[src/rtl/sem_token_pkg.sv]
package sem_token_pkg;

   typedef enum logic [1:0] {
      HOLD_NONE = 2'd0,
      HOLD_LT   = 2'd1,
      HOLD_RT   = 2'd2
   } holder_e;

endpackage

[src/rtl/sem_port_decode.sv]
// Turns one port's strobes into a per-token write vector and a read enable.
module sem_port_decode #(
   parameter int NUM_SEM = 8,
   parameter int IDX_W   = $clog2(NUM_SEM)
) (
   input  logic               sel,
   input  logic               mem_en,
   input  logic [IDX_W-1:0]   idx,
   input  logic               wr,
   input  logic               rd,
   output logic [NUM_SEM-1:0] wr_hit,
   output logic               rd_go
);

   logic acc;

   assign acc   = sel & ~mem_en;
   assign rd_go = acc & rd;

   always_comb begin
      for (int k = 0; k < NUM_SEM; k++) begin
         wr_hit[k] = acc & wr & (idx == IDX_W'(k));
      end
   end

endmodule

[src/rtl/sem_token_cell.sv]
// One token: holder plus one pending-request flag per side.
module sem_token_cell
   import sem_token_pkg::*;
(
   input  logic clk,
   input  logic rst_n,
   input  logic lt_wr,
   input  logic lt_bit,
   input  logic rt_wr,
   input  logic rt_bit,
   output logic lt_owns,
   output logic rt_owns
);

   holder_e holder_q, holder_d;
   logic    want_lt_q, want_rt_q;
   logic    want_lt_d, want_rt_d;
   logic    keep;

   always_comb begin
      want_lt_d = lt_wr ? ~lt_bit : want_lt_q;
      want_rt_d = rt_wr ? ~rt_bit : want_rt_q;
      keep = ((holder_q == HOLD_LT) && want_lt_d) ||
             ((holder_q == HOLD_RT) && want_rt_d);
      if (keep)
         holder_d = holder_q;
      else if (want_lt_d && want_rt_d)
         holder_d = (holder_q == HOLD_LT) ? HOLD_RT : HOLD_LT;
      else if (want_lt_d)
         holder_d = HOLD_LT;
      else if (want_rt_d)
         holder_d = HOLD_RT;
      else
         holder_d = HOLD_NONE;
   end

   always_ff @(posedge clk or negedge rst_n) begin
      if (!rst_n) begin
         holder_q  <= HOLD_NONE;
         want_lt_q <= 1'b0;
         want_rt_q <= 1'b0;
      end else begin
         holder_q  <= holder_d;
         want_lt_q <= want_lt_d;
         want_rt_q <= want_rt_d;
      end
   end

   assign lt_owns = (holder_q == HOLD_LT);
   assign rt_owns = (holder_q == HOLD_RT);

endmodule

[src/rtl/sem_view_reg.sv]
// Captures one side's view of the addressed token on an accepted read.
module sem_view_reg #(
   parameter int NUM_SEM = 8,
   parameter int IDX_W   = $clog2(NUM_SEM),
   parameter int RD_W    = 18
) (
   input  logic               clk,
   input  logic               rst_n,
   input  logic               rd_go,
   input  logic [IDX_W-1:0]   idx,
   input  logic [NUM_SEM-1:0] owns,
   output logic [RD_W-1:0]    rdat
);

   always_ff @(posedge clk or negedge rst_n) begin
      if (!rst_n)
         rdat <= '1;
      else if (rd_go)
         rdat <= {RD_W{~owns[idx]}};
   end

endmodule

[src/rtl/sem_token_bank.sv]
module sem_token_bank #(
   parameter int NUM_SEM = 8,
   parameter int ADDR_W  = 16,
   parameter int RD_W    = 18
) (
   input  logic              clk,
   input  logic              rst_n,
   input  logic              lt_sel,
   input  logic              lt_mem_en,
   input  logic [ADDR_W-1:0] lt_addr,
   input  logic              lt_wr,
   input  logic              lt_rd,
   input  logic              lt_wbit,
   output logic [RD_W-1:0]   lt_rdat,
   input  logic              rt_sel,
   input  logic              rt_mem_en,
   input  logic [ADDR_W-1:0] rt_addr,
   input  logic              rt_wr,
   input  logic              rt_rd,
   input  logic              rt_wbit,
   output logic [RD_W-1:0]   rt_rdat
);

   localparam int IDX_W = $clog2(NUM_SEM);

   generate
      if (NUM_SEM < 2 || (NUM_SEM & (NUM_SEM - 1)) != 0) begin : g_bad_count
         $error("NUM_SEM must be a power of two of at least 2");
      end
      if (ADDR_W <= IDX_W) begin : g_bad_addr
         $error("ADDR_W must exceed the token index width");
      end
      if (RD_W < 1) begin : g_bad_rd
         $error("RD_W must be at least 1");
      end
   endgenerate

   logic [NUM_SEM-1:0] hit_lt, hit_rt;
   logic [NUM_SEM-1:0] own_lt, own_rt;
   logic               go_lt, go_rt;
   logic               hi_unused;

   // Upper address bits play no part in token selection.
   assign hi_unused = ^{lt_addr[ADDR_W-1:IDX_W], rt_addr[ADDR_W-1:IDX_W]};

   sem_port_decode #(.NUM_SEM(NUM_SEM), .IDX_W(IDX_W)) u_dec_lt (
      .sel(lt_sel), .mem_en(lt_mem_en), .idx(lt_addr[IDX_W-1:0]),
      .wr(lt_wr), .rd(lt_rd), .wr_hit(hit_lt), .rd_go(go_lt)
   );

   sem_port_decode #(.NUM_SEM(NUM_SEM), .IDX_W(IDX_W)) u_dec_rt (
      .sel(rt_sel), .mem_en(rt_mem_en), .idx(rt_addr[IDX_W-1:0]),
      .wr(rt_wr), .rd(rt_rd), .wr_hit(hit_rt), .rd_go(go_rt)
   );

   generate
      for (genvar g = 0; g < NUM_SEM; g++) begin : g_cell
         sem_token_cell u_cell (
            .clk(clk), .rst_n(rst_n),
            .lt_wr(hit_lt[g]), .lt_bit(lt_wbit),
            .rt_wr(hit_rt[g]), .rt_bit(rt_wbit),
            .lt_owns(own_lt[g]), .rt_owns(own_rt[g])
         );
      end
   endgenerate

   sem_view_reg #(.NUM_SEM(NUM_SEM), .IDX_W(IDX_W), .RD_W(RD_W)) u_view_lt (
      .clk(clk), .rst_n(rst_n), .rd_go(go_lt), .idx(lt_addr[IDX_W-1:0]),
      .owns(own_lt), .rdat(lt_rdat)
   );

   sem_view_reg #(.NUM_SEM(NUM_SEM), .IDX_W(IDX_W), .RD_W(RD_W)) u_view_rt (
      .clk(clk), .rst_n(rst_n), .rd_go(go_rt), .idx(rt_addr[IDX_W-1:0]),
      .owns(own_rt), .rdat(rt_rdat)
   );

endmodule

[config.mk]
export PLATFORM = sky130hd
export DESIGN_NAME = sem_token_bank
export DESIGN_NICKNAME = d
export VERILOG_FILES = /design/src/rtl/sem_token_pkg.sv /design/src/rtl/sem_port_decode.sv /design/src/rtl/sem_token_cell.sv /design/src/rtl/sem_view_reg.sv /design/src/rtl/sem_token_bank.sv
export SDC_FILE = /design/constraint.sdc
export NUM_CORES = 1
export LEC_CHECK = 0
export BUFFER_PORTS_ARGS = -buffer_cell sky130_fd_sc_hd__buf_2
export CORE_AREA = 2 2 85 87
export CTS_BUF_LIST = sky130_fd_sc_hd__clkbuf_8
export CTS_CLUSTER_SIZE = 10
export DETAILED_ROUTE_END_ITERATION = 6
export DIE_AREA = 0 0 87 89
export SYNTH_ARGS = -nofsm -noshare
export SYNTH_HDL_FRONTEND = slang
export SYNTH_HIERARCHICAL = 1
export SYNTH_SLANG_ARGS = --single-unit
[constraint.sdc]
create_clock -name clk -period 1.42 [get_ports clk]
set_input_delay 0.284 -clock clk [delete_from_list [all_inputs] [get_ports clk]]
set_output_delay 0.284 -clock clk [all_outputs]
set_load 0.03 [all_outputs]
==> impl_metrics.csv, run 1 <==
group,metric,value,unit
power,power.static_leakage,1.36,nW
clock_network,clock-root-buffer,"clkbuf_8",
die,die_w,87,um
sta,timing.final.crit_share,103,%
route,wl_per_cell,12.9,um
clock_network,htreeDepth,2,
route,postRouteAntennaNets,0,
global_route,grt_usage,10.4,%
place,port_buffers,53,
yosys,synth_seq_area_share,43.3,%
sta,skew,0.00302,ns
yosys,synth-seq-cells,34,
setup_path,cp_cell_sequence,"nand2b_4 -> inv_2 -> mux2i_1 -> mux4_2 -> mux2_4",
setup_path,timing.reg2reg.setup_slack,-0.04,ns
yosys,synth.net_count,228,
clock_network,cts_tree,"done",
sta,setup_slack,-0.0361,ns
yosys,syn_avg_cell_area,10.7,sq um
clock_network,numCtsBuffers,5,
outcome,violations,"setup timing",
hold_path,hp-class,"in -> reg",
power,power.total,4.09,mW
sta,slew_viol_final,0,
setup_path,regToRegEndpoint,"u_view_rt/rdat[0]$_DFFE_PN1P_",
global_route,grt_pass1_wl,6.07,mm
setup_path,timing.rr.start,"g_cell[6].u_cell/holder_q[0]$_DFFE_PN0N_",
sta,setup_viol,19,
yosys,syn_area,1970,sq um
sta,fin_crit,1.46,ns
place,hpwl,2.85,mm
route,drc,0,
setup_path,crit_slowest_cell,"mux4_2",
yosys,yosys_warnings,6,
power,p_clk_share,15.4,%
job,maxCapViolCount,0,
global_route,grt_max_degree,35,
global_route,grt_pass1_vias,1266,
power,p_per_area,1480,nW/um^2
global_route,overflow,0,
global_route,antenna_found_initial,0,
setup_path,required,1.63,ns
hold_path,min_path_cells,2,
setup_path,reg2reg_depth,5,
setup_path,cp-start-kind,"flip-flop",
layout,antennaDiodeCount,0,
hold_path,holdCritStartpoint,"rt_wbit",
die,io_pins,80,
sta,fin_hold_ws,0.398,ns
sta,max_slew_margin,79.8,%
die,dieArea,7740,sq um
power,vdd_drop_max,0.484,mV
power,swShare,38.5,%
clock_network,cts.sinks,34,
sta,fmax,687,MHz
yosys,synth_cells,184,
power,p_comb_share,53.1,%
setup_path,worst_ep_arrival_time,1.67,ns
die,core_region_area,6720,sq um
power,intPower,2.51,mW
clock_network,clockBufferDepth,2,
clock_network,clk_latency,0.28,ns
layout,area_growth,40.0,%
setup_path,worst-setup-path-type,"reg -> reg",
layout,nets,291,
yosys,synth.distinct_cells,22,
die,num_rows,30,
die,initial_core_util,29.3,%
layout,fillers,634,
setup_path,endpoint_kind,"flip-flop",
die,die_h,89,um
route,drt_first_pass_iters,4,
clock_network,clkTransAtPathRegs,0.06,ns
route,avgViaCountPerCell,4.27,
sta,rsz0062_at_grt,"true",
power,seqPwrFrac,31.4,%
route,via_count,1397,
setup_path,crit_fanout,2,
sta,hold_viol,0,
hold_path,hold_path_end,"g_cell[3].u_cell/want_rt_q$_DFF_PN0_",
layout,drive_gt1_share,57.5,%
sta,worst_pin_slew,0.300,ns
setup_path,cpPeakStageDelay,0.48,ns
power,p_switching,1.58,mW
route,drt_iter0_drc,33,
route,wirelength,4.21,mm
place,gp_congestion,0.731,
outcome,status,"complete, but fails checks",
-- Yosys cell counts, drive strengths merged --
master	n	area share, %
buf	34	13
dfrtp	32	41
nor2	20	3.8
a21boi	16	7.6
inv	16	3.0
mux2i	16	9.6
a21oi	8	3.6
nand2b	8	2.5
nor2b	8	2.5
nand3b	4	1.5
nor3	4	1.5
or3b	4	1.8
and3b	2	1.0
clkbuf	2	0.51
dfstp	2	2.7
mux2	2	1.5
mux4	2	2.3
nand2	2	0.38
nand3	2	0.51
-- per-stage QoR --
step	TNS, ns	setup slack [ns]	instance area [sq um]	util [%]	cells
after global placement	-2.00	-0.241	2310	34.4	311
after CTS	-0.135	-0.0790	2560	38.1	326
after floorplan	0	0.00891	1970	-	184
after global routing	-1.48	-0.0813	2760	41.1	327
after detailed placement	-2.29	-0.258	2310	34.4	311
final	-0.209	-0.0361	2760	41.1	327
-- power by group through the flow --
| stage | Clock, mW | Sequential, mW | Combinational, mW |
|---|---|---|---|
| 4_1_cts | 0.661 | 1.26 | 1.90 |
| 3_3_place_gp | 0 | 1.31 | 1.53 |
| 6_report | 0.632 | 1.29 | 2.17 |
| 3_5_place_dp | 0 | 1.32 | 1.55 |
| 2_1_floorplan | 0 | 1.34 | 1.39 |
| 5_1_grt | 0.694 | 1.31 | 2.28 |
-- cells in the final DEF (no fill, tap or decap) --
cell and n:
nand3_1 2, buf_6 39, mux4_2 2, or3b_4 1, nand2_1 2, buf_12 1
nor3_4 1, nand3b_1 4, nor3_1 2, buf_4 32, mux2i_1 8, buf_2 17
and3b_2 2, nor3_2 1, nor2b_1 8, inv_2 5, dfrtp_1 32, dfstp_2 2
a21oi_2 8, clkbuf_8 5, inv_1 13, buf_8 2, a21boi_1 8, nand2b_1 2
mux2i_2 8, nor2_1 20, mux2_4 2, nand2b_4 6, dlygate4sd3_1 1, a21boi_2 8
or3b_1 3
-- how the worst max path moves through the flow --
| stage | start | endpoint | cells past startpoint |
|---|---|---|---|
| 2_1_floorplan | g_cell[7].u_cell/holder_q[0]$_DFFE_PN0N_ | u_view_rt/rdat[0]$_DFFE_PN1P_ | 5 |
| 3_3_place_gp | lt_mem_en | g_cell[4].u_cell/holder_q[0]$_DFFE_PN0N_ | 5 |
| 3_5_place_dp | lt_mem_en | g_cell[4].u_cell/holder_q[0]$_DFFE_PN0N_ | 5 |
| 4_1_cts | g_cell[1].u_cell/holder_q[0]$_DFFE_PN0N_ | u_view_rt/rdat[0]$_DFFE_PN1P_ | 5 |
| 5_1_grt | g_cell[4].u_cell/holder_q[0]$_DFFE_PN0N_ | u_view_rt/rdat[0]$_DFFE_PN1P_ | 5 |
| 6_report | g_cell[6].u_cell/holder_q[0]$_DFFE_PN0N_ | u_view_rt/rdat[0]$_DFFE_PN1P_ | 5 |
-- worst max-delay path, delay by kind of cell (launching register included) --
kind / cells / cell delay [ns]
AND/OR/NAND/NOR: 1 / 0.15
buffers and inverters: 1 / 0.05
flip-flops: 1 / 0.37
multiplexers: 3 / 0.82
-- sequential cells by signal, indices dropped and copies added (netlist names) --
register,cells
g_cell.u_cell/want_lt_q,8
u_view_lt/rdat,1
g_cell.u_cell/holder_q,16
g_cell.u_cell/want_rt_q,8
u_view_rt/rdat,1
-- logic make-up after synthesis --
group                  synth area share [%]
AND/OR/NAND/NOR                        15.6
multiplexers                           13.5
AO/OA/AOI/OAI                          11.2
flip-flops                             43.3
buffers and inverters                  16.5
-- area by class of cell --
| class | count | area (sq um) | area share (%) |
|---|---|---|---|
| inverter | 16 | 60.1 | 2.17 |
| clock buffer | 5 | 68.8 | 2.49 |
| sequential | 34 | 853 | 30.9 |
| tap | 80 | 100 | 3.62 |
| clock inverter | 2 | 7.51 | 0.272 |
| multi-input combinational | 98 | 847 | 30.7 |
| timing repair buffer | 92 | 825 | 29.9 |
-- timing repair --
action / 4_1_cts / 5_1_grt
buffers inserted: 7 / 0
hold buffers: 1 / 0
pin swaps: 0 / 1
hold endpoints to repair: 32 / 0
gates cloned: 0 / 1
resized for setup: 43 / 55
setup endpoints to repair: 38 / 41
-- metal layers --
layer | vias up | global-route usage (%) | part of all wire [%]
met4 | 0 | 4.69 | 1.7
met2 | 17 | 17.6 | 56
met3 | 6 | 2.86 | 2.5
li1 | 695 | - | -
met5 | - | 0 | 0
met1 | 679 | 12.4 | 40
Note: power is estimated with default switching activity, not from simulation.
==> run 2: changes to the inputs <==
--- a/config.mk
+++ b/config.mk
@@ -6,11 +6,15 @@
 export NUM_CORES = 1
 export LEC_CHECK = 0
 export BUFFER_PORTS_ARGS = -buffer_cell sky130_fd_sc_hd__buf_2
-export CORE_AREA = 2 2 85 87
+export CELL_PAD_IN_SITES_DETAIL_PLACEMENT = 2
+export CELL_PAD_IN_SITES_GLOBAL_PLACEMENT = 2
+export CORE_AREA = 2 2 89 91
 export CTS_BUF_LIST = sky130_fd_sc_hd__clkbuf_8
-export CTS_CLUSTER_SIZE = 10
+export CTS_CLUSTER_SIZE = 12
 export DETAILED_ROUTE_END_ITERATION = 6
-export DIE_AREA = 0 0 87 89
+export DIE_AREA = 0 0 91 93
+export PLACE_DENSITY_LB_ADDON = 0.1
+export SLEW_MARGIN = 20
 export SYNTH_ARGS = -nofsm -noshare
 export SYNTH_HDL_FRONTEND = slang
 export SYNTH_HIERARCHICAL = 1
==> run 2 against run 1 <==
  * The flow still finishes with violations (setup timing)
  * Clock power increased by 32%
  * Sequential power hardly changed
  * Register-to-register slack got worse by 0.05 ns
  * Clock skew grew 0.0014 ns
  * Largest power group unchanged
  * Die area up 9.3%
  * Highest routed layer unchanged
  * Worst setup slack lost 0.052 ns
  * Total power up 7.2%
  * Flip-flop and latch count is the same
  * Non-clock buffer count is 4 higher
==> impl_metrics.csv, run 2 (synthesized netlist as in run 1, its figures left out) <==
group,metric,value,unit
global_route,grt_pass1_wl,8.55,mm
sta,setup_tns,-0.448,ns
die,die_w,91,um
global_route,overflow,0,
setup_path,required,1.63,ns
setup_path,crit_fanout,2,
clock_network,clkTransAtPathRegs,0.07,ns
layout,final_util,38.4,%
sta,setup_viol,24,
clock_network,clk_latency,0.28,ns
outcome,violations,"setup timing",
layout,top_regs,"g_cell.u_cell/holder_q: 16 flops, g_cell.u_cell/want_lt_q: 8 flops, g_cell.u_cell/want_rt_q: 8 flops",
clock_network,numCtsBuffers,5,
sta,rsz0062_at_grt,"true",
clock_network,cts_tree,"done",
setup_path,worst_ep_arrival_time,1.72,ns
place,gp_congestion,0.687,
route,drt_iter0_drc,19,
sta,max_slew_margin,69.1,%
setup_path,endpoint_kind,"flip-flop",
layout,area_growth,46.5,%
power,p_per_area,1520,nW/um^2
route,avgViaCountPerCell,4.12,
setup_path,crit_slowest_cell,"mux4_2",
clock_network,clock-root-buffer,"clkbuf_8",
global_route,grt_pass1_vias,1693,
global_route,met3_usage,3.95,%
power,vdd_drop_max,0.434,mV
power,power.total,4.38,mW
sta,fmax,663,MHz
layout,nets,295,
route,drc,0,
die,io_pins,80,
die,initial_core_util,26.2,%
sta,timing.final.crit_share,106,%
layout,layout_commonest_cell,"buf_6",
layout,largest-register,"g_cell.u_cell/holder_q",
sta,slew_viol_final,0,
place,hpwl,3.99,mm
route,postRouteAntennaNets,0,
setup_path,cp_cell_sequence,"nor2b_1 -> mux2i_1 -> mux4_2 -> mux2_4",
layout,largest_reg_flops,16,
clock_network,cts.sinks,34,
global_route,grt_max_degree,19,
global_route,use_met1,13.4,%
global_route,met2_usage,25.3,%
die,core_region_area,7530,sq um
sta,skew,0.00441,ns
setup_path,cp_top_family,"multiplexers",
sta,hold_viol,0,
die,dieArea,8460,sq um
die,num_rows,32,
route,wirelength,5.36,mm
place,dp_slack,-0.366,ns
sta,worst_pin_slew,0.463,ns
route,via_count,1458,
sta,setup_slack,-0.0876,ns
clock_network,htreeDepth,2,
setup_path,cp-start-kind,"flip-flop",
setup_path,timing.critical_path.buf_inv,0,
job,maxCapViolCount,0,
sta,fin_hold_ws,0.400,ns
layout,drive_gt1_share,61.5,%
route,wl_per_cell,15.1,um
global_route,antenna_found_initial,0,
route,drt_first_pass_iters,4,
global_route,grt_usage,13.0,%
sta,fin_crit,1.51,ns
global_route,top_usage_layer,"met2",
outcome,status,"complete, but fails checks",
setup_path,worst-setup-path-type,"reg -> reg",
layout,most-common-layout-cells,"buf_6 (40), buf_4 (35), dfrtp_1 (32)",
die,die_h,93,um
place,port_buffers,53,
clock_network,clockBufferDepth,2,
hold_path,hp-class,"in -> reg",
layout,antennaDiodeCount,0,
setup_path,cpPeakStageDelay,0.48,ns
power,power.static_leakage,1.41,nW
-- run 2: changes by cell type in the layout (fill, tap and decap cells not counted), moves of 3 or more --
cell / delta
nor2b_2: +4
nor2b_1: -4
inv_1: -3
clkbuf_8: +3
buf_4: +3
-- run 2: layout make-up --
type                            instances  area [sq um]
Fill cell                             831          4640
Clock buffer                            8           110
Timing Repair Buffer                   96           858
Sequential cell                        34           853
Tap cell                              102           128
Multi-Input combinational cell         98           880
Inverter                               16          60.1
-- run 2: stage by stage --
step / instance area (sq um) / cells
floorplan: 1970 / 184
global placement: 2340 / 334
detailed placement: 2340 / 334
CTS: 2770 / 353
global route: 2890 / 354
finish: 2890 / 354
-- run 2: layer usage --
layer  vias up  routed length [um]
li1        701                   -
met1       713                1990
met2        40                3060
met3         4                 245
met4         0                  51
met5         -                   0
-- run 2: what timing repair did --
action,in CTS,in global routing
buffers inserted,10,1
hold buffers,1,0
endpoints found under the setup margin,40,39
hold endpoints to repair,15,0
pin swaps,1,1
resized for setup,71,32
-- run 2: power by group --
part	total, mW	switching [mW]	leakage [nW]	internal (mW)
clock	0.836	0.347	0.0575	0.490
combinational	2.24	1.20	0.958	1.04
sequential	1.30	0.119	0.391	1.18
-- run 2: final timing paths --
| path | endpoint | depth (start not counted) | slack [ns] | startpoint |
|---|---|---|---|---|
| setup / recovery | u_view_lt/rdat[0]$_DFFE_PN1P_ | 4 | -0.09 | g_cell[1].u_cell/holder_q[1]$_DFFE_PN0N_ |
| hold / removal | g_cell[1].u_cell/want_rt_q$_DFF_PN0_ | 2 | 0.40 | rt_wbit |
| setup reg to reg | u_view_lt/rdat[0]$_DFFE_PN1P_ | 4 | -0.09 | g_cell[1].u_cell/holder_q[1]$_DFFE_PN0N_ |
| hold reg to reg | g_cell[6].u_cell/want_lt_q$_DFF_PN0_ | 2 | 0.55 | g_cell[6].u_cell/want_lt_q$_DFF_PN0_ |
| max in group asynchronous | g_cell[6].u_cell/holder_q[0]$_DFFE_PN0N_ | 3 | 0.49 | rst_n |
| min in group asynchronous | g_cell[2].u_cell/holder_q[1]$_DFFE_PN0N_ | 2 | 0.49 | rst_n |
==> run 3: changes to the inputs <==
--- a/config.mk
+++ b/config.mk
@@ -8,14 +8,13 @@
 export BUFFER_PORTS_ARGS = -buffer_cell sky130_fd_sc_hd__buf_2
 export CELL_PAD_IN_SITES_DETAIL_PLACEMENT = 2
 export CELL_PAD_IN_SITES_GLOBAL_PLACEMENT = 2
-export CORE_AREA = 2 2 89 91
+export CORE_AREA = 2 2 90 92
 export CTS_BUF_LIST = sky130_fd_sc_hd__clkbuf_8
 export CTS_CLUSTER_SIZE = 12
 export DETAILED_ROUTE_END_ITERATION = 6
-export DIE_AREA = 0 0 91 93
+export DIE_AREA = 0 0 92 94
 export PLACE_DENSITY_LB_ADDON = 0.1
 export SLEW_MARGIN = 20
 export SYNTH_ARGS = -nofsm -noshare
 export SYNTH_HDL_FRONTEND = slang
-export SYNTH_HIERARCHICAL = 1
 export SYNTH_SLANG_ARGS = --single-unit
==> constraint.sdc (replaced) <==
create_clock -name clk -period 1.31 [get_ports clk]
set_input_delay 0.262 -clock clk [delete_from_list [all_inputs] [get_ports clk]]
set_output_delay 0.262 -clock clk [all_outputs]
set_load 0.03 [all_outputs]
==> run 3 against run 2 <==
  * The run still ends with setup timing left
  * Sequential power increased by 12%
  * Via count increased by 5.6%
  * Worst hold slack worse by 0.16 ns
  * Clock skew is 0.0017 ns higher
==> impl_metrics.csv, run 3 <==
group,metric,value,unit
global_route,grt_pass1_vias,1686,
route,wl_per_cell,15.5,um
yosys,synth.distinct_cells,42,
layout,antennaDiodeCount,0,
layout,top_regs,"g_cell.u_cell.holder_q: 16 flops, g_cell.u_cell.want_lt_q: 8 flops, g_cell.u_cell.want_rt_q: 8 flops",
place,dp_slack,-0.252,ns
sta,timing.final.crit_share,110,%
clock_network,clk_latency,0.28,ns
yosys,synth.net_count,225,
clock_network,htreeDepth,2,
global_route,grt_usage,12.8,%
yosys,synth-seq-cells,34,
hold_path,min_path_cells,3,
route,via_count,1539,
setup_path,timing.critical_path.buf_inv,2,
route,postRouteAntennaNets,0,
route,drc,0,
yosys,syn_avg_cell_area,11.1,sq um
setup_path,cp_top_family,"flip-flops",
setup_path,crit_fanout,9,
setup_path,timing.reg2reg.setup_slack,-0.13,ns
yosys,synth_seq_area_share,42.4,%
yosys,ys.flop_type,"dfrtp_1",
setup_path,endpoint_kind,"output pin",
layout,largest-register,"g_cell.u_cell.holder_q",
yosys,yosysMostFrequentCell,"buf_4",
hold_path,holdCritStartpoint,"rt_rd",
die,dieArea,8650,sq um
sta,hold_viol,0,
power,p_per_area,1620,nW/um^2
layout,multiInputGateArea,852,sq um
layout,fillers,819,
place,hpwl,3.91,mm
die,num_rows,32,
clock_network,cts.sinks,34,
setup_path,timing.rr.start,"g_cell[3].u_cell.holder_q[0]$_DFFE_PN0N_",
sta,skew,0.00611,ns
layout,nets,293,
die,initial_core_util,26.5,%
setup_path,worst_ep_arrival_time,1.18,ns
yosys,synth_edf_count,0,
clock_network,numCtsBuffers,5,
die,core_region_area,7610,sq um
route,wirelength,5.46,mm
job,maxCapViolCount,0,
yosys,synth_cells,181,
route,drt_first_pass_iters,3,
route,avgViaCountPerCell,4.37,
yosys,yosys_warnings,0,
sta,fin_hold_ws,0.244,ns
sta,setup_slack,-0.134,ns
die,die_h,94,um
yosys,synth_commonest_cells,"buf_4 (35), dfrtp_1 (32), nand2b_1 (10)",
hold_path,hold_path_end,"u_view_rt.rdat[0]$_DFFE_PN1P_",
clock_network,clock-root-buffer,"clkbuf_8",
sta,fmax,693,MHz
setup_path,cp_cell_sequence,"buf_8 -> buf_6",
layout,register_area,853,sq um
global_route,overflow,0,
clock_network,cts_tree,"done",
sta,max_slew_margin,72.1,%
route,drt_iter0_drc,19,
setup_path,required,1.05,ns
outcome,violations,"setup timing",
setup_path,reg2reg_depth,4,
setup_path,cpPeakStageDelay,0.61,ns
sta,fin_crit,1.44,ns
clock_network,clockBufferDepth,2,
yosys,syn_area,2010,sq um
global_route,grt_pass1_wl,8.49,mm
place,port_buffers,53,
sta,slew_viol_final,0,
clock_network,clkTransAtPathRegs,0.07,ns
global_route,antenna_found_initial,0,
outcome,status,"complete, but fails checks",
setup_path,crit_slowest_cell,"dfstp_2",
sta,setup_tns,-4.17,ns
setup_path,cp-start-kind,"flip-flop",
yosys,synthTopCellsByArea,"dfrtp_1 (40%), buf_4 (13%), nand2b_1 (3.1%)",
global_route,grt_max_degree,35,
power,power.static_leakage,1.36,nW
hold_path,hp-class,"in -> reg",
layout,final_util,38.6,%
setup_path,worst-setup-path-type,"reg -> out",
yosys,yosys.area.top_type,"dfrtp_1",
yosys,synth-async-reset-ratio,100,%
layout,drive_gt1_share,54.4,%
sta,worst_pin_slew,0.414,ns
setup_path,regToRegEndpoint,"u_view_rt.rdat[0]$_DFFE_PN1P_",
die,io_pins,80,
layout,layout_commonest_cell,"buf_4",
layout,most-common-layout-cells,"buf_4 (40), dfrtp_1 (32), buf_6 (27)",
sta,rsz0062_at_grt,"true",
power,vdd_drop_max,0.605,mV
layout,area_growth,45.7,%
layout,largest_reg_flops,16,
place,gp_congestion,0.720,
die,die_w,92,um
yosys,synth_top_cell_area_share,39.8,%
sta,setup_viol,37,
run 3: changes by cell type in the layout (fill, tap and decap cells not counted), sizes merged, moves of 7 or more:
cell / before / now
o21ai: 0 / 7
inv: 16 / 9
o31ai: 0 / 9
mux2i: 16 / 6
nor2: 20 / 4
run 3: logic make-up (layout without fill, tap and decap cells):
| logic type | count (synthesis) | count (layout) | synth area share, % |
|---|---|---|---|
| simple gates | 44 | 44 | 15.2 |
| flops | 34 | 34 | 42.4 |
| buf+inv | 49 | 118 | 17.2 |
| mux | 8 | 8 | 6.77 |
| compound gates | 46 | 46 | 18.5 |
run 3: cell type report:
class / count / share of cell area [%]
clock buffer: 6 / 2.81
timing repair buffer: 102 / 33.4
clock inverter: 2 / 0.299
multi-input combinational: 98 / 29.0
tap: 102 / 4.35
sequential: 34 / 29.1
inverter: 8 / 1.02
run 3: worst max-delay path by stage:
stage / cells past startpoint / from / slack, ns / to
2_1_floorplan: 4 / g_cell[3].u_cell.holder_q[0]$_DFFE_PN0N_ / -0.01 / u_view_rt.rdat[0]$_DFFE_PN1P_
3_3_place_gp: 4 / g_cell[3].u_cell.holder_q[0]$_DFFE_PN0N_ / -0.12 / u_view_rt.rdat[0]$_DFFE_PN1P_
3_5_place_dp: 4 / rt_mem_en / -0.25 / g_cell[6].u_cell.holder_q[1]$_DFFE_PN0N_
4_1_cts: 4 / g_cell[3].u_cell.holder_q[0]$_DFFE_PN0N_ / -0.14 / u_view_rt.rdat[0]$_DFFE_PN1P_
5_1_grt: 4 / g_cell[3].u_cell.holder_q[0]$_DFFE_PN0N_ / -0.20 / u_view_rt.rdat[0]$_DFFE_PN1P_
6_report: 2 / u_view_lt.rdat[0]$_DFFE_PN1P_ / -0.13 / lt_rdat[17]
run 3: layer usage:
layer	vias up	share of wire, %	global-route usage, %
met5	-	0	0
li1	732	-	-
met4	0	0.44	3.36
met3	2	5.4	3.37
met1	764	38	13.2
met2	41	56	25.6
run 3: timing repair:
action                     4_1_cts  5_1_grt
hold endpoints to repair        32        0
setup endpoints to repair       37       39
gates resized for setup         76       25
hold buffers                     1        0
buffers inserted                 8        6
gates cloned                     0        2
pin swaps                        1        3
run 3: report_power, final:
part	internal (mW)	switching, mW	total, mW
clock network	0.416	0.368	0.784
registers	1.30	0.141	1.45
logic	1.28	1.24	2.52
total	3.00	1.75	4.75
run 3: tightest hold or removal path: stages:
cell      delay [ns]
buf_2           0.09
nand3b_1        0.09
o21ai_1         0.07
run 3: stage by stage:
step	area, sq um	std cells	power [mW]
6_report	2930	352	4.75
5_1_grt	2930	352	5.07
4_1_cts	2770	345	4.57
3_5_place_dp	2350	328	3.25
3_3_place_gp	2350	328	3.16
2_1_floorplan	2010	181	2.84
